### src/rtl/prn_pkg.sv
package prn_pkg;
  typedef enum logic [1:0] {ST_IDLE, ST_SETUP, ST_PULSE, ST_HOLD} strobe_st_e;

  // cycles needed to cover ns at hz, rounded up
  function automatic int unsigned ns_to_cycles(longint unsigned ns, longint unsigned hz);
    longint unsigned prod;
    prod = ns * hz + 64'd999_999_999;
    return int'(prod / 64'd1_000_000_000);
  endfunction
endpackage

### src/rtl/prn_in_sync.sv
module prn_in_sync #(
  parameter int WIDTH  = 5,
  parameter int STAGES = 2
) (
  input  logic             clk,
  input  logic             rst_n,
  input  logic [WIDTH-1:0] async_i,
  output logic [WIDTH-1:0] sync_o
);
  for (genvar b = 0; b < WIDTH; b++) begin : g_bit
    logic [STAGES-1:0] chain_q;
    always_ff @(posedge clk or negedge rst_n) begin
      if (!rst_n) chain_q <= '0;
      else        chain_q <= {chain_q[STAGES-2:0], async_i[b]};
    end
    assign sync_o[b] = chain_q[STAGES-1];
  end
endmodule

### src/rtl/prn_strobe_fsm.sv
module prn_strobe_fsm
  import prn_pkg::*;
#(
  parameter longint unsigned CLK_HZ  = 50_000_000,
  parameter int unsigned     SLOW_NS = 6400,
  parameter int unsigned     FAST_NS = 1600
) (
  input  logic       clk,
  input  logic       rst_n,
  input  logic       data_wr,
  input  logic       auto_mode,
  input  logic       fast_sel,
  input  logic [7:0] wdata,
  output logic [7:0] data_o,
  output logic       pulse_active,
  output logic       busy
);
  localparam int unsigned SLOW_CYC = ns_to_cycles(SLOW_NS, CLK_HZ);
  localparam int unsigned FAST_CYC = ns_to_cycles(FAST_NS, CLK_HZ);
  localparam int unsigned MAX_CYC  = (SLOW_CYC > FAST_CYC) ? SLOW_CYC : FAST_CYC;
  localparam int          CW       = $clog2(MAX_CYC + 1);

  strobe_st_e    st_q;
  logic [CW-1:0] cnt_q;
  logic [7:0]    data_q;
  logic          start_auto;
  logic          width_fast_q;

  assign start_auto = data_wr && auto_mode;

  always_ff @(posedge clk or negedge rst_n) begin
    if (!rst_n) begin
      data_q <= '0;
    end else if (data_wr) begin
      data_q <= wdata;
    end
  end

  always_ff @(posedge clk or negedge rst_n) begin
    if (!rst_n) begin
      st_q         <= ST_IDLE;
      cnt_q        <= '0;
      width_fast_q <= 1'b0;
    end else begin
      case (st_q)
        ST_IDLE:  if (start_auto) st_q <= ST_SETUP;
        ST_SETUP: begin
          st_q         <= ST_PULSE;
          width_fast_q <= fast_sel;
          cnt_q        <= fast_sel ? CW'(FAST_CYC - 1) : CW'(SLOW_CYC - 1);
        end
        ST_PULSE: begin
          if (cnt_q == '0) st_q <= ST_HOLD;
          else             cnt_q <= cnt_q - 1'b1;
        end
        default:  st_q <= ST_IDLE;
      endcase
    end
  end

  assign data_o       = data_q;
  assign pulse_active = (st_q == ST_PULSE);
  assign busy         = (st_q != ST_IDLE);

  // independent pulse-length checker
  logic [CW:0] chk_len_q;
  logic        chk_fast_q;
  always_ff @(posedge clk or negedge rst_n) begin
    if (!rst_n) begin
      chk_len_q  <= '0;
      chk_fast_q <= 1'b0;
    end else if (pulse_active) begin
      chk_len_q  <= chk_len_q + 1'b1;
    end else begin
      chk_len_q  <= '0;
      chk_fast_q <= fast_sel;
    end
  end

  assert_setup_before_strobe_R3: assert property (@(posedge clk) disable iff (!rst_n)
    $rose(pulse_active) |-> $stable(data_q));
  assert_data_hold_R5: assert property (@(posedge clk) disable iff (!rst_n)
    (pulse_active || (busy && !pulse_active && $past(pulse_active))) |-> $stable(data_q));
  assert_pulse_len_R4: assert property (@(posedge clk) disable iff (!rst_n)
    $fell(pulse_active) |->
      (chk_len_q == (chk_fast_q ? (CW+1)'(FAST_CYC) : (CW+1)'(SLOW_CYC))));
  assert_no_accept_busy_R6: assert property (@(posedge clk) disable iff (!rst_n)
    busy |-> !data_wr);
  wire unused_ok = width_fast_q;
endmodule

### src/rtl/prn_strobe_gen.sv
module prn_strobe_gen #(
  parameter longint unsigned CLK_HZ      = 50_000_000,
  parameter int              SYNC_STAGES = 2
) (
  input  logic       clk,
  input  logic       rst_n,
  input  logic       bus_sel,
  input  logic       bus_wr,
  input  logic       bus_addr,
  input  logic [7:0] bus_wdata,
  output logic [7:0] bus_rdata,
  output logic       wr_stall,
  output logic [7:0] prn_data,
  output logic       prn_strobe,
  output logic       prn_prime,
  input  logic       prn_busy,
  input  logic       prn_pe,
  input  logic       prn_select,
  input  logic       prn_fault,
  input  logic       prn_ack
);
  localparam int STAT_W = 5;

  logic [3:0]        ctrl_q;
  logic [STAT_W-1:0] stat_sync;
  logic              fsm_busy;
  logic              pulse_active;
  logic              data_wr;
  logic              ctrl_wr;

  assign ctrl_wr  = bus_sel && bus_wr && bus_addr;
  assign data_wr  = bus_sel && bus_wr && !bus_addr && !fsm_busy;
  assign wr_stall = fsm_busy;

  always_ff @(posedge clk or negedge rst_n) begin
    if (!rst_n)       ctrl_q <= '0;
    else if (ctrl_wr) ctrl_q <= bus_wdata[3:0];
  end

  prn_in_sync #(.WIDTH(STAT_W), .STAGES(SYNC_STAGES)) u_sync (
    .clk     (clk),
    .rst_n   (rst_n),
    .async_i ({prn_ack, prn_fault, prn_select, prn_pe, prn_busy}),
    .sync_o  (stat_sync)
  );

  prn_strobe_fsm #(.CLK_HZ(CLK_HZ)) u_fsm (
    .clk          (clk),
    .rst_n        (rst_n),
    .data_wr      (data_wr),
    .auto_mode    (!ctrl_q[0]),
    .fast_sel     (ctrl_q[1]),
    .wdata        (bus_wdata),
    .data_o       (prn_data),
    .pulse_active (pulse_active),
    .busy         (fsm_busy)
  );

  assign prn_strobe = ctrl_q[0] ? ctrl_q[2] : pulse_active;
  assign prn_prime  = ctrl_q[3];
  assign bus_rdata  = bus_addr ? {4'b0000, ctrl_q} : {stat_sync, 3'b000};

  assert_prime_follows_R8: assert property (@(posedge clk) disable iff (!rst_n)
    ctrl_wr |=> (prn_prime == $past(bus_wdata[3])));
  assert_manual_strobe_R7: assert property (@(posedge clk) disable iff (!rst_n)
    (ctrl_wr && bus_wdata[0]) |=> (prn_strobe == $past(bus_wdata[2])));
  assert_status_low_zero_R2: assert property (@(posedge clk) disable iff (!rst_n)
    !bus_addr |-> (bus_rdata[2:0] == 3'b000));
  assert_manual_no_stall_R7: assert property (@(posedge clk) disable iff (!rst_n)
    (ctrl_q[0] && !fsm_busy) |=> !wr_stall);
endmodule

### config.mk
export PLATFORM = sky130hd
export DESIGN_NAME = prn_strobe_gen
export DESIGN_NICKNAME = d
export VERILOG_FILES = /design/src/rtl/prn_pkg.sv /design/src/rtl/prn_in_sync.sv /design/src/rtl/prn_strobe_fsm.sv /design/src/rtl/prn_strobe_gen.sv
export SDC_FILE = /design/constraint.sdc
export NUM_CORES = 1
export LEC_CHECK = 0
export ABC_AREA = 1
export BUFFER_PORTS_ARGS = -buffer_cell sky130_fd_sc_hd__buf_2
export CELL_PAD_IN_SITES_DETAIL_PLACEMENT = 0
export CELL_PAD_IN_SITES_GLOBAL_PLACEMENT = 1
export CORE_UTILIZATION = 35
export CTS_CLUSTER_DIAMETER = 40
export DETAILED_ROUTE_END_ITERATION = 8
export PLACE_DENSITY_LB_ADDON = 0.1
export RECOVER_POWER = 25
export SETUP_SLACK_MARGIN = 0.1
export SYNTH_ARGS = -nofsm -noshare
export SYNTH_HDL_FRONTEND = slang
export SYNTH_SLANG_ARGS = --single-unit
### constraint.sdc
create_clock -name clk -period 1.5 [get_ports clk]
set_clock_uncertainty 0.05 [all_clocks]
set_input_delay 0.3 -clock clk [delete_from_list [all_inputs] [get_ports clk]]
set_output_delay 0.3 -clock clk [all_outputs]
set_load 0.05 [all_outputs]
Yosys cells after proc, flatten, opt, wreduce, memory -nomap -nowiden
Index checks and enable logic that the tools add are counted.

Input port bits: 18. Bits in registers: 33. Word-level logic and storage cells: 37. Output and inout port bits: 19.

Reduce and logical (&&, ||, !) cells: 14. Add/sub/neg operators: 1. Multiplexer cells: 8. Equal/unequal tests: 5.

Operators by type and width (count): 9-bit 2-to-1 mux (2); 9-bit one-hot mux with 2 select lines (1); 9-bit logical NOT (1); 9-bit by 1-bit subtractor with 9-bit output, second input constant (1); 8-bit 2-to-1 mux (1); 2-bit one-hot mux with 3 select lines (1); 1-bit logical AND (5); 2-bit 2-to-1 mux (2); 2-bit by 1-bit inequality test with 1-bit output, second input constant (2); 2-bit AND reduction (2); 2-bit nonzero test (2); 1-bit logical NOT (3); 2-bit by 1-bit equality test with 1-bit output, second input constant (1); 2-bit equality test, second input constant (1); 2-bit logical NOT (1); 2-bit inequality test, second input constant (1); 1-bit 2-to-1 mux (1).

Depth between registers and ports, before layout
Depth in word-level cells: 6. Depth in mapped cells: 10. Depth with buffers taken out: 10.

Cells and area by module
Synthesis repeated with hierarchy kept, for this count alone.

Cells, all modules: 196. Area, all modules: 1597.8 sq um.

By module, submodules not included: prn_strobe_fsm (instances 1, seq. area each 475.5 sq um, area an instance 1049.8 sq um, cells an instance 140); prn_in_sync (instances 1, seq. area each 250.2 sq um, area an instance 287.8 sq um, cells an instance 15); prn_strobe_gen (instances 1, seq. area each 100.1 sq um, area an instance 260.2 sq um, cells an instance 41).

Worst setup path after synthesis
OpenSTA, ideal clock, no wires.

Path type: reg-to-output. Start point: register u_fsm.st_q[0]. End point: output prn_strobe. Stages on the path, launching flop included: 6. Arrival: 1931 ps. Setup slack: -781 ps. Required time: 1150 ps. Path buffers: 1. Cells stage by stage: dfrtp_1 inv_1 ha_1 clkbuf_8 inv_1 o21ai_0.

Longest elaborated chain between the ends: 2.

RTL lines: start: declaration (line prn_strobe_fsm.sv:23) `strobe_st_e st_q;`; start signal: assignment (line prn_strobe_fsm.sv:41) `st_q <= ST_IDLE;`; start signal: assignment (line prn_strobe_fsm.sv:46) `ST_IDLE: if (start_auto) st_q <= ST_SETUP;`; start signal: assignment (line prn_strobe_fsm.sv:48) `st_q <= ST_PULSE;`; 2-bit equality test (line prn_strobe_fsm.sv:62) `assign pulse_active = (st_q == ST_PULSE);`; 1-bit 2-to-1 mux (line prn_strobe_gen.sv:59) `assign prn_strobe = ctrl_q[0] ? ctrl_q[2] : pulse_active;`; end: declaration (line prn_strobe_gen.sv:14) `output logic prn_strobe,`.

Every way passes these cells.

Final worst setup path
Same ends and word-level chain as after synthesis.

==> results.md <==
- TritonCTS clock tree: done
- Synth Area per Inst: 9.01 µm²
- Initial antenna violation count: 0
- Worst Path Max Fanout: 3
- Initial Util: 36.6%
- Mapped Cells: 177
- Final Cycle Share: 108%
- Die Wd: 69.5 µm
- Placer Congestion: 0.762
- Async SR Flop Fraction: 100%
- Worst-margin pin slew: 454 ps
- Max-cap violations: 0
- Clock root buffer: clkbuf_8
- Total CTS buffers: 5
- DRC errors left: 0
- Clock slew at reported path FFs: 70 ps
- Sequential area share after synthesis: 51.8%
- Post-DRT Antenna Nets: 0
- Row cnt: 24
- Fill cells: 399
- #FFs+latches synth: 33
- Delay-heaviest family, CP: flip-flops
- Critical Path RT: 1150 ps
- Post-place setup slack: -46.7 ps
- Failing checks: negative setup slack
- WL/cell: 11.8 µm
- Fin. Hold Viols: 0
- Final HPWL DP: 2520 µm
- Setup WS post-layout: -117 ps
- Critical path capture point type: primary output
- Clock buffer depth: 2
- PwrDens: 2140 mW/mm²
- All-Layer GR Usage: 15.9%
- Peak Freq: 619 MHz
- Antenna cells: 0
- DR pass1 iterations: 4
- Final worst path period need: 1620 ps
- Vias after detailed routing: 1360
- TritonCTS Sinks: 33
- Final Setup Violations: 9
- Distinct cells, synth: 23
- CP max-delay cell: dfrtp_1
- Final Net Count: 269
- Dominant cell type by area after synthesis: dfrtp_1
- Ports: 37
- Setup TNS: -648 ps
- Die height: 69.5 µm
- WHS: 71.7 ps
- Routed vias/inst: 4.55
- CTS H-tree lvls: 2
- Port bufs: 36
- CP Cell Sequence: inv_2 -> ha_4 -> inv_4 -> o21ai_2 -> buf_6
- Worst Hold Class: in -> reg
- Synth top cells by count: nand2_1 (51), dfrtp_1 (33), inv_1 (25)
- Total routed wirelength: 3520 µm
- First-pass GRT wire length: 6090 µm
- Status: finished, violations left
- Synth Flop Type: dfrtp_1
- Post-synth top area share: 51.8%
- Core area: 0.00435 mm²
- VDD IR max: 0.000998 V
- Largest net degree at the start of global routing: 20
- Ranking of synthesized cells by area: dfrtp_1 (52%), nand2_1 (12%), inv_1 (5.9%)
- Setup crit start kind: register
- Type of the worst setup path: reg -> out
- Starting DRT DRC Count: 34
- Unrepaired setup endpoints after global routing: yes
- Worst-skew pair later-pin latency: 280 ps
- Delay of the slowest critical-path stage: 390 ps
- Vias in the first global route: 1424
- Overflow after GRT: 0
- Post-Syn Nets: 199
- Max_slew headroom: 69.7%
- Die Area: 0.00483 mm²
- Top-count cell post-synth: nand2_1
- Area Overhead vs Synth: 50.9%
- Cell Area, Synth: 0.00159 mm²
- P_leak: 1.24 nW
- Synth Warn #: 0
- Share of cells above drive strength 1: 54.7%
- Number of synthesized flops with an enable pin: 0
- Max-slew violations: 0
- Critical Path AT: 1270 ps
- CP bufs+invs: 3
## logic make-up (layout without fill, tap and decap cells)
family	count (synthesis)	in the layout	synth area share (%)
xor gates and xnor gates	1	1	0.550
muxes	5	5	3.53
AOI/OAI and AO/OA	16	16	5.73
DFF	33	33	51.8
and+or+nand+nor	87	88	25.7
adders and majority gates	4	4	3.14
buffers and inverters	31	100	9.58
## layout by cell type (no fill, tap or decap), types with 2 or more instances in the layout
master	n
o21ai_0	4
mux2_2	4
nor2_1	8
dfrtp_1	31
nand2_1	33
inv_4	2
nand3_1	8
inv_2	5
clkbuf_8	6
buf_6	9
buf_4	21
nand2_8	2
buf_2	28
o21ai_2	6
clkinvlp_4	2
nand3_2	3
dfrtp_2	2
buf_12	2
inv_1	18
o21ai_1	5
nand2_2	18
nor2_2	5
nor2_4	3
nand2_4	5
ha_4	4
## cell type report
class	instances	area, µm²	area share (%)
clock inverter	1	7.51	0.312
timing repair buffer	66	505	21.0
multi-input combinational	114	798	33.2
clock buffer	6	82.6	3.43
tap	52	65.1	2.71
inverter	27	118	4.89
sequential	33	828	34.4
## worst paths after layout
| path | startpoint | to | slack, ps | cells past startpoint |
|---|---|---|---|---|
| min in group asynchronous | rst_n | u_fsm.st_q[0]$_DFFE_PN0P_ | 450 | 2 |
| max reg2reg | u_fsm.st_q[1]$_DFFE_PN0P_ | u_fsm.data_o[6]$_DFFE_PN0P_ | -100 | 7 |
| max in group asynchronous | rst_n | ctrl_q[0]$_DFFE_PN0P_ | 490 | 3 |
| min reg2reg | u_sync.g_bit[3].chain_q[0]$_DFF_PN0_ | u_sync.g_bit[3].chain_q[1]$_DFF_PN0_ | 300 | 0 |
| max | u_fsm.st_q[0]$_DFFE_PN0P_ | prn_strobe | -120 | 5 |
| min | prn_fault | u_sync.g_bit[3].chain_q[0]$_DFF_PN0_ | 70 | 1 |
## metal layers
metal | wire length [µm] | GRT usage, %
met1 | 1440 | 17.6
met2 | 1910 | 28.6
met3 | 121 | 4.07
met4 | 48 | 6.80
met5 | 0 | 0
## metrics by stage
stage	utilization (%)	cells	area, µm²	power [mW]
final	55.2	299	2400	5.15
after global placement	45.2	276	1970	3.69
after floorplan	-	177	1640	3.17
after detailed placement	45.2	276	1970	3.75
after CTS	50.9	292	2210	4.79
after global routing	55.2	299	2400	5.51
## what timing repair did
| item | CTS | global route |
|---|---|---|
| gates resized for setup | 23 | 43 |
| gates cloned | 1 | 1 |
| hold endpoints to repair | 14 | 0 |
| hold buffers | 1 | 0 |
| buffers inserted | 7 | 7 |
| setup endpoints to repair | 18 | 24 |
| pin swaps | 5 | 8 |
## flip-flops by register name, summed over array words and instances (netlist names)
name	flops
ctrl_q	4
u_fsm.cnt_q	9
u_fsm.data_o	8
u_fsm.st_q	2
u_sync.g_bit.chain_q	10
## power by group
group	leakage (nW)	internal, mW	switching, mW
Combinational	0.802	1.23	1.81
Clock	0.0433	0.362	0.314
Sequential	0.397	1.18	0.257
Total	1.24	2.77	2.38
## worst reg2reg max path: stages (launching register included)
cell and delay, ps:
dfrtp_1 430, inv_2 110, ha_4 160, clkinvlp_4 110, nor2_4 130, nand2_4 90
buf_12 150, mux2_2 260
Note: power is estimated with default switching activity, not from simulation.
